`src/rtl/dbell_pkg.sv`:
```
package dbell_pkg;

    localparam int ADDR_W   = 12;
    localparam int DATA_W   = 32;
    localparam int WIN_BITS = 5;
    localparam int IDX_W    = ADDR_W - WIN_BITS;

    localparam logic [ADDR_W-1:0] OFF_CAP = 12'hF80;
    localparam logic [ADDR_W-1:0] OFF_REQ = 12'hF88;
    localparam logic [ADDR_W-1:0] OFF_RDY = 12'hF8C;

    localparam logic [WIN_BITS-1:0] WIN_STAT = 5'h00;
    localparam logic [WIN_BITS-1:0] WIN_CLR  = 5'h08;
    localparam logic [WIN_BITS-1:0] WIN_SET  = 5'h0C;

    typedef enum logic {FRAME_SND = 1'b0, FRAME_RCV = 1'b1} frame_e;

    typedef struct packed {
        logic              sel;
        logic              wr;
        logic [ADDR_W-1:0] addr;
        logic [DATA_W-1:0] wdata;
    } bus_req_t;

    function automatic logic [IDX_W-1:0] win_index(input logic [ADDR_W-1:0] a);
        return a[ADDR_W-1:WIN_BITS];
    endfunction

    function automatic logic [WIN_BITS-1:0] win_off(input logic [ADDR_W-1:0] a);
        return a[WIN_BITS-1:0];
    endfunction

endpackage

```
`src/rtl/dbell_chan.sv`:
```
module dbell_chan
    import dbell_pkg::*;
(
    input  logic              clk,
    input  logic              rst,
    input  logic [DATA_W-1:0] raise_bits,
    input  logic [DATA_W-1:0] clear_bits,
    output logic [DATA_W-1:0] status,
    output logic              irq
);

    always_ff @(posedge clk) begin
        if (rst) status <= '0;
        else     status <= (status & ~clear_bits) | raise_bits;
    end

    assign irq = |status;

    assert_raise_R2: assert property (@(posedge clk) disable iff (rst)
        1'b1 |=> ((status & $past(raise_bits)) == $past(raise_bits)));

    assert_clear_R3: assert property (@(posedge clk) disable iff (rst)
        (raise_bits == '0) |=> ((status & $past(clear_bits)) == '0));

    assert_idle_R2: assert property (@(posedge clk) disable iff (rst)
        (raise_bits == '0 && clear_bits == '0) |=> $stable(status));

endmodule

```
`src/rtl/dbell_wake.sv`:
```
module dbell_wake
    import dbell_pkg::*;
(
    input  logic clk,
    input  logic rst,
    input  logic req_we,
    input  logic req_wbit,
    input  logic rx_awake,
    output logic wake_req,
    output logic ready
);

    logic       sync_q1;
    logic [1:0] since_rst;

    always_ff @(posedge clk) begin
        if (rst) begin
            wake_req  <= 1'b0;
            sync_q1   <= 1'b0;
            ready     <= 1'b0;
            since_rst <= '0;
        end else begin
            if (req_we) wake_req <= req_wbit;
            sync_q1 <= rx_awake;
            ready   <= sync_q1;
            if (since_rst != 2'd3) since_rst <= since_rst + 2'd1;
        end
    end

    assert_req_store_R7: assert property (@(posedge clk) disable iff (rst)
        req_we |=> (wake_req == $past(req_wbit)));

    assert_req_hold_R7: assert property (@(posedge clk) disable iff (rst)
        !req_we |=> $stable(wake_req));

    assert_sync_R8: assert property (@(posedge clk) disable iff (rst)
        (since_rst == 2'd3) |-> (ready == $past(rx_awake, 2)));

endmodule

```
`src/rtl/dbell_frame.sv`:
```
module dbell_frame
    import dbell_pkg::*;
#(
    parameter int     NUM_CH = 4,
    parameter frame_e KIND   = FRAME_SND
) (
    input  bus_req_t                       req,
    input  logic [NUM_CH-1:0][DATA_W-1:0]  status,
    input  logic                           wake_bit,
    input  logic                           ready_bit,
    output logic [NUM_CH-1:0][DATA_W-1:0]  op_bits,
    output logic                           req_we,
    output logic [DATA_W-1:0]              rdata
);

    localparam logic [WIN_BITS-1:0] OP_OFF  = (KIND == FRAME_SND) ? WIN_SET : WIN_CLR;
    localparam logic                HAS_WAKE = (KIND == FRAME_SND);
    localparam logic [DATA_W-1:0]   CAP_VAL = DATA_W'(NUM_CH);

    logic [IDX_W-1:0]    idx;
    logic [WIN_BITS-1:0] off;
    logic                wr_go;

    assign idx   = win_index(req.addr);
    assign off   = win_off(req.addr);
    assign wr_go = req.sel && req.wr;

    for (genvar ch = 0; ch < NUM_CH; ch++) begin : g_op
        assign op_bits[ch] = (wr_go && idx == IDX_W'(ch) && off == OP_OFF)
                             ? req.wdata : '0;
    end

    assign req_we = HAS_WAKE && wr_go && (req.addr == OFF_REQ);

    always_comb begin
        rdata = '0;
        if (req.sel) begin
            if (req.addr == OFF_CAP) begin
                rdata = CAP_VAL;
            end else if (HAS_WAKE && req.addr == OFF_REQ) begin
                rdata = {{(DATA_W-1){1'b0}}, wake_bit};
            end else if (HAS_WAKE && req.addr == OFF_RDY) begin
                rdata = {{(DATA_W-1){1'b0}}, ready_bit};
            end else if (off == WIN_STAT) begin
                for (int ch = 0; ch < NUM_CH; ch++) begin
                    if (idx == IDX_W'(ch)) rdata = status[ch];
                end
            end
        end
    end

endmodule

```
`src/rtl/dbell_mailbox.sv`:
```
module dbell_mailbox
    import dbell_pkg::*;
#(
    parameter int NUM_CH = 4
) (
    input  logic              clk,
    input  logic              rst,
    input  logic              snd_sel,
    input  logic              snd_wr,
    input  logic [11:0]       snd_addr,
    input  logic [31:0]       snd_wdata,
    output logic [31:0]       snd_rdata,
    input  logic              rcv_sel,
    input  logic              rcv_wr,
    input  logic [11:0]       rcv_addr,
    input  logic [31:0]       rcv_wdata,
    output logic [31:0]       rcv_rdata,
    input  logic              rx_awake,
    output logic              wake_req,
    output logic [NUM_CH-1:0] ch_irq,
    output logic              any_irq
);

    bus_req_t snd_req, rcv_req;
    logic [NUM_CH-1:0][DATA_W-1:0] status, raise_v, clear_v;
    logic snd_req_we, rcv_req_we_unused, ready;

    assign snd_req = '{sel: snd_sel, wr: snd_wr, addr: snd_addr, wdata: snd_wdata};
    assign rcv_req = '{sel: rcv_sel, wr: rcv_wr, addr: rcv_addr, wdata: rcv_wdata};

    dbell_frame #(.NUM_CH(NUM_CH), .KIND(FRAME_SND)) u_snd (
        .req(snd_req), .status(status), .wake_bit(wake_req), .ready_bit(ready),
        .op_bits(raise_v), .req_we(snd_req_we), .rdata(snd_rdata)
    );

    dbell_frame #(.NUM_CH(NUM_CH), .KIND(FRAME_RCV)) u_rcv (
        .req(rcv_req), .status(status), .wake_bit(wake_req), .ready_bit(ready),
        .op_bits(clear_v), .req_we(rcv_req_we_unused), .rdata(rcv_rdata)
    );

    for (genvar ch = 0; ch < NUM_CH; ch++) begin : g_ch
        dbell_chan u_chan (
            .clk(clk), .rst(rst),
            .raise_bits(raise_v[ch]), .clear_bits(clear_v[ch]),
            .status(status[ch]), .irq(ch_irq[ch])
        );
    end

    dbell_wake u_wake (
        .clk(clk), .rst(rst), .req_we(snd_req_we), .req_wbit(snd_wdata[0]),
        .rx_awake(rx_awake), .wake_req(wake_req), .ready(ready)
    );

    assign any_irq = |ch_irq;

    assert_rcv_no_wake_R9: assert property (@(posedge clk) disable iff (rst)
        (rcv_sel && rcv_wr && rcv_addr == OFF_REQ &&
         !(snd_sel && snd_wr && snd_addr == OFF_REQ)) |=> $stable(wake_req));

    assert_rcv_noop_R9: assert property (@(posedge clk) disable iff (rst)
        (rcv_req_we_unused == 1'b0));

    assert_reset_R1: assert property (@(posedge clk)
        $past(rst) |-> (ch_irq == '0 && !wake_req));

endmodule

```
`config.mk`:
```
export PLATFORM = sky130hd
export DESIGN_NAME = dbell_mailbox
export DESIGN_NICKNAME = d
export VERILOG_FILES = /design/src/rtl/dbell_pkg.sv /design/src/rtl/dbell_chan.sv /design/src/rtl/dbell_wake.sv /design/src/rtl/dbell_frame.sv /design/src/rtl/dbell_mailbox.sv
export SDC_FILE = /design/constraint.sdc
export NUM_CORES = 1
export LEC_CHECK = 0
export BUFFER_PORTS_ARGS = -buffer_cell sky130_fd_sc_hd__buf_2
export CORE_UTILIZATION = 55
export CTS_CLUSTER_DIAMETER = 30
export DETAILED_ROUTE_END_ITERATION = 8
export MAX_ROUTING_LAYER = met4
export PLACE_DENSITY = 0.85
export SETUP_SLACK_MARGIN = 0.2
export SYNTH_ARGS = -nofsm -noshare
export SYNTH_HDL_FRONTEND = slang
export SYNTH_SLANG_ARGS = --single-unit
export TNS_END_PERCENT = 10
```
`constraint.sdc`:
```
create_clock -name clk -period 9 [get_ports clk]
set_input_delay 2.7 -clock clk [delete_from_list [all_inputs] [get_ports clk]]
set_output_delay 2.7 -clock clk [all_outputs]
set_load 0.01 [all_outputs]
```
==> results of run 1 <==
[power by group]
part | internal, mW | switching (mW)
sequential | 0.580 | 0.000115
combinational | 0.0320 | 0.0724
clock | 0.413 | 0.272
[critical path, delay by kind of cell]
family	cells	cell delay, ns
AOI/OAI and AO/OA	1	0.35
buffers and inverters	3	0.66
and+or+nand+nor	3	1.31
[layer usage]
metal | vias to the layer above | wire length (microns)
li1 | 3877 | -
met1 | 4168 | 10900
met2 | 723 | 12700
met3 | 115 | 3580
met4 | 0 | 1180
met5 | - | 0
[state kept, by name, summed over array words and instances, names as in the netlist]
register / cells
g_ch.u_chan.status: 128
u_wake.wake_req: 1
u_wake.sync_q1: 1
u_wake.ready: 1
[layout by cell type, fill, tap and decap left out, types with 3 or more instances in the layout]
cell type   Yosys  final
buf_2          28    161
or2_2           5      5
nor2b_1        33     33
a22o_1         31     31
inv_1          99     99
nor3_1          4      4
a21o_1         94     94
buf_4           7     19
nand4_1        10     10
nand3_1        33     33
diode_2         0      3
clkinv_2        0      4
nor4_1         33     33
nand2b_1        4      4
o21ai_0         8      8
a211oi_1      121    121
clkbuf_16       0     17
nor2_1         64     63
a311o_1         3      3
or4_1           3      3
mux2i_1        62     62
nor4_4          2      3
clkinvlp_4      0      5
a311oi_1       94     94
dfxtp_1       131    131
nand2_1         7      7
[worst paths after layout]
kind / start / to / slack (ns)
hold reg to reg: u_wake.sync_q1$_SDFF_PP0_ / u_wake.ready$_SDFF_PP0_ / 0.44
setup / recovery: rcv_addr[8] / rcv_rdata[31] / 1.26
setup reg to reg: g_ch[3].u_chan.status[30]$_SDFF_PP0_ / g_ch[3].u_chan.status[30]$_SDFF_PP0_ / 8.01
hold / removal: u_wake.sync_q1$_SDFF_PP0_ / u_wake.ready$_SDFF_PP0_ / 0.44
[kinds of logic (layout without fill, tap and decap cells)]
logic type | Yosys count | in the layout | share of synthesized area
buf+inv | 198 | 312 | 0.104
simple gates | 214 | 214 | 0.150
other cells | 0 | 3 | 0
compound gates | 359 | 359 | 0.347
flops | 131 | 131 | 0.321
mux | 63 | 63 | 0.0787
[layout make-up]
class	count	area (sq um)
Fill cell	1183	5000
Multi-Input combinational cell	636	4760
Inverter	99	372
Tap cell	184	230
Clock inverter	13	135
Antenna cell	3	7.51
Timing Repair Buffer	181	968
Sequential cell	131	2620
Clock buffer	19	443
[stage by stage]
step	cells	cell area, sq um	worst slack [ns]	power (mW)
after global placement	1231	8950	1.31	0.692
after CTS	1263	9530	1.32	1.36
after floorplan	965	8180	1.99	0.642
after global routing	1265	9530	1.16	1.40
final	1266	9530	1.26	1.37
after detailed placement	1231	8950	1.33	0.693
==> flow_summary_export.csv, run 1 <==
group,metric,value,unit
global_route,grt_remaining_overflow,0,
synthesis,synth_most_common_cell,"dfxtp_1",
clock_tree,ctsHtreeMaxLevel,4,
synthesis,ys_types,45,
worst_setup_path,critical_path_class,"in -> out",
clock_tree,insertion_delay,0.42,ns
die,die_w,124,microns
worst_setup_path,arrival,5.04,ns
die,start_util,0.563,
timing,finalSetupTns,0,ns
worst_setup_path,worst_ep_required_time,6.30,ns
global_route,grt_max_degree,90,
finish,fin_util,0.656,
placed_design,port_buffers,164,
synthesis,ys_seq_area_frac,0.321,
synthesis,synth_area,8180,sq um
timing,rsz0062_at_grt,"no",
die,die_y,124,microns
synthesis,synth_top_area_frac,0.321,
synthesis,synth-async-reset-ratio,0,
synthesis,ys.flop_type,"dfxtp_1",
global_route,antenna_found_initial,2,
clock_tree,postCtsSetupBuffers,0,
route,drt_iter0_markers,1325,
status,status,"finished, final reports clean",
timing,slew_headroom,0.306,
placed_design,gp_congestion,0.910,
route,routedWlPerCell,22.4,microns
worst_setup_path,cp_cell_sequence,"buf_2 > or4_1 > nor2_1 > nand2_1 > buf_4 > a211oi_1 > buf_2",
clock_tree,holdBufCountCts,0,
clock_tree,cts_root_buf,"clkbuf_16",
worst_setup_path,worst-path-max-fanout,23,
placed_design,dpl.hpwl,18300,microns
worst_setup_path,reg2reg_depth,3,
worst_hold_path,min_path_type,"reg -> reg",
clock_tree,tritoncts,"done",
job,drv_cap,0,
finish,fin_nets,1161,
power_and_ir_drop,p_per_area,144,nW/um^2
clock_tree,clockBufferDepth,2,
clock_tree,cts.reportedPaths.clkPinSlew,0.06,ns
global_route,track_usage,0.388,
die,rows,44,
synthesis,ys_ff_latch,131,
synthesis,avgSynthCellArea,8.47,sq um
route,num_vias,8883,
finish,synthToLayoutAreaGrowth,16.6,%
clock_tree,cts.repair.resized,0,
global_route,grt_busiest_layer,"met2",
worst_setup_path,end_kind,"primary output",
power_and_ir_drop,ir_drop,101,uV
worst_setup_path,start_kind,"input pin",
timing,fmax,0.129,GHz
timing,slew_violations,0,
global_route,first_global_vias,8151,
global_route,grt_pass1_wl,44200,microns
global_route,grt_use_met3,0.0852,
global_route,met1_usage,0.492,
worst_setup_path,crit_path_max_incr_delay,0.71,ns
route,firstDrtPassIters,6,
power_and_ir_drop,p_leak,4.38,nW
synthesis,synthTopCellsByCount,"dfxtp_1 (131), a211oi_1 (121), inv_1 (99), a21o_1 (94), a311oi_1 (94)",
synthesis,synth_area_leader_cell,"dfxtp_1",
finish,drive_above_1_share,0.216,
global_route,met2_usage,0.589,
timing,hold_viol,0,
clock_tree,cts.sinks,131,
timing,finalSetupViolations,0,
die,ios,165,
route,avgViaCountPerCell,7.02,
timing,worstMarginPinSlew,1.03,ns
synthesis,yosys-top-cells-area,"dfxtp_1 (32%), a211oi_1 (11%), a311oi_1 (10%)",
worst_hold_path,min_path_cells,1,
worst_setup_path,path_common_cell,"buf_2",
timing,min_period_over_period,0.860,
route,ant_nets,0,
timing,fin_skew,0.0000623,ns
synthesis,synth_nets,1060,
synthesis,netlist_instances,965,
route,routed_wirelength,28300,microns
route,drc,0,
synthesis,synth_edf_count,0,
die,core,14500,sq um
die,die_area,15400,sq um
synthesis,yosys_warnings,0,
timing,final.min_clock_period,7.74,ns
clock_tree,cts_made_buffers,17,
worst_setup_path,slowest_stage,"or4_1",
timing,whs,0.445,ns
Power figures use the tool's default switching activity.
==> inputs of run 2 (changes only) <==
--- a/config.mk
+++ b/config.mk
@@ -9,8 +9,10 @@
 export CORE_UTILIZATION = 55
 export CTS_CLUSTER_DIAMETER = 30
 export DETAILED_ROUTE_END_ITERATION = 8
+export GPL_ROUTABILITY_DRIVEN = 0
 export MAX_ROUTING_LAYER = met4
 export PLACE_DENSITY = 0.85
+export REMOVE_ABC_BUFFERS = 1
 export SETUP_SLACK_MARGIN = 0.2
 export SYNTH_ARGS = -nofsm -noshare
 export SYNTH_HDL_FRONTEND = slang
==> flow_summary_export.csv, run 2 (same netlist as run 1, synthesis figures left out) <==
group,metric,value,unit
timing,finalSetupTns,0,ns
finish,largest_reg_flops,128,
clock_tree,cts.repair.resized,0,
clock_tree,holdBufCountCts,0,
global_route,grt_max_degree,97,
worst_setup_path,crit_path_max_incr_delay,0.73,ns
finish,postLayoutCellArea,9700,sq um
clock_tree,cts.sinks,131,
worst_setup_path,end_kind,"primary output",
die,die_area,15400,sq um
finish,fin_util,0.667,
clock_tree,ctsHtreeMaxLevel,4,
power_and_ir_drop,p_per_area,158,nW/um^2
worst_setup_path,slowest_stage,"nand3_1",
worst_setup_path,worst-path-max-fanout,15,
finish,multi_input_area,4760,sq um
die,start_util,0.563,
finish,fillers,1194,
route,drc,0,
route,routed_wirelength,28300,microns
timing,hold_viol,0,
power_and_ir_drop,fin_total_pwr,1.53,mW
clock_tree,insertion_delay,0.42,ns
job,drv_cap,0,
route,ant_nets,0,
clock_tree,cts.reportedPaths.clkPinSlew,0.06,ns
power_and_ir_drop,p_leak,4.47,nW
worst_setup_path,reg2reg_to,"g_ch[1].u_chan.status[7]$_SDFF_PP0_",
timing,whs,0.433,ns
worst_setup_path,r2r-start,"g_ch[1].u_chan.status[7]$_SDFF_PP0_",
worst_setup_path,crit_family,"simple AND/OR/NAND/NOR gates",
finish,synthToLayoutAreaGrowth,18.6,%
timing,finalSetupViolations,0,
placed_design,port_buffers,164,
worst_setup_path,critical_path_class,"in -> out",
global_route,first_global_vias,7948,
route,num_vias,8825,
global_route,grt_remaining_overflow,0,
worst_setup_path,cp_cell_sequence,"buf_2 > nor4_1 > nor4b_2 > nand3_1 > buf_4 > a211oi_1 > buf_2",
route,avgViaCountPerCell,6.97,
clock_tree,cts_root_buf,"clkbuf_16",
worst_hold_path,min_path_type,"reg -> reg",
route,drt_iter0_markers,1218,
power_and_ir_drop,ir_drop,151,uV
global_route,grt_pass1_wl,42800,microns
clock_tree,cts_made_buffers,17,
clock_tree,postCtsSetupBuffers,0,
placed_design,place_area,8980,sq um
status,status,"finished, final reports clean",
worst_setup_path,arrival,5.36,ns
worst_setup_path,start_kind,"input pin",
finish,final_common_cell,"buf_2",
route,routedWlPerCell,22.3,microns
timing,slew_violations,0,
finish,regArea,2620,sq um
die,core,14500,sq um
worst_setup_path,reg2reg_depth,3,
die,die_w,124,microns
placed_design,dpl.hpwl,17100,microns
timing,slew_headroom,0.275,
finish,regMostFlops,"g_ch.u_chan.status",
worst_setup_path,worst_ep_required_time,6.30,ns
worst_setup_path,r2r_slack,7.97,ns
route,firstDrtPassIters,8,
timing,fin_skew,0.00000999,ns
worst_hold_path,min_to,"u_wake.ready$_SDFF_PP0_",
die,ios,165,
global_route,track_usage,0.379,
clock_tree,clockBufferDepth,2,
finish,diodes,0,
timing,final.min_clock_period,8.06,ns
worst_setup_path,crit_buf_inv,3,
timing,fmax,0.124,GHz
die,die_y,124,microns
worst_hold_path,min_path_cells,1,
timing,rsz0062_at_grt,"no",
worst_setup_path,path_common_cell,"buf_2",
clock_tree,tritoncts,"done",
die,rows,44,
finish,layout_common_cells,"buf_2 (161), dfxtp_1 (131), a211oi_1 (121), inv_1 (99)",
timing,worstMarginPinSlew,1.09,ns
global_route,antenna_found_initial,0,
finish,drive_above_1_share,0.219,
worst_hold_path,min_from,"u_wake.sync_q1$_SDFF_PP0_",
finish,fin_nets,1164,
timing,min_period_over_period,0.895,
-- run 2: worst max path at each step --
stage	end	slack (ns)	startpoint	depth (start not counted)
2_1_floorplan	rcv_rdata[0]	-0.96	rcv_addr[8]	3
3_3_place_gp	snd_rdata[23]	1.09	snd_addr[1]	6
3_5_place_dp	snd_rdata[22]	0.99	snd_addr[1]	7
4_1_cts	snd_rdata[28]	0.96	snd_addr[1]	7
5_1_grt	snd_rdata[17]	0.78	snd_addr[7]	7
6_report	snd_rdata[28]	0.94	snd_addr[7]	7
-- run 2: area by class of cell --
class | count | share of cell area
Sequential cell | 131 | 0.270
Tap cell | 184 | 0.0237
Timing Repair Buffer | 184 | 0.102
Clock inverter | 14 | 0.0290
Clock buffer | 18 | 0.0453
Inverter | 99 | 0.0383
Multi-Input combinational cell | 636 | 0.491
-- run 2: power by group --
group	internal, mW	leakage, nW	total [mW]	switching [mW]
logic	0.0324	3.07	0.102	0.0698
clock network	0.582	0.342	0.851	0.269
registers	0.580	1.05	0.581	0.000126
-- run 2: through the flow --
step / cells / setup WS, ns
CTS: 1266 / 0.956
global route: 1266 / 0.777
finish: 1266 / 0.943
floorplan: 866 / -0.962
detailed placement: 1234 / 0.988
global placement: 1234 / 1.09
-- run 2: per-layer routing --
layer / GRT usage / share of wire
met5: - / 0
met4: 0.173 / 0.042
met3: 0.0897 / 0.11
met2: 0.581 / 0.46
met1: 0.472 / 0.39
-- run 2: worst register-to-register path, stage by stage (launching register included) --
cell and delay (ns):
dfxtp_1 0.39, inv_1 0.09, a311oi_1 0.37, a21o_1 0.12
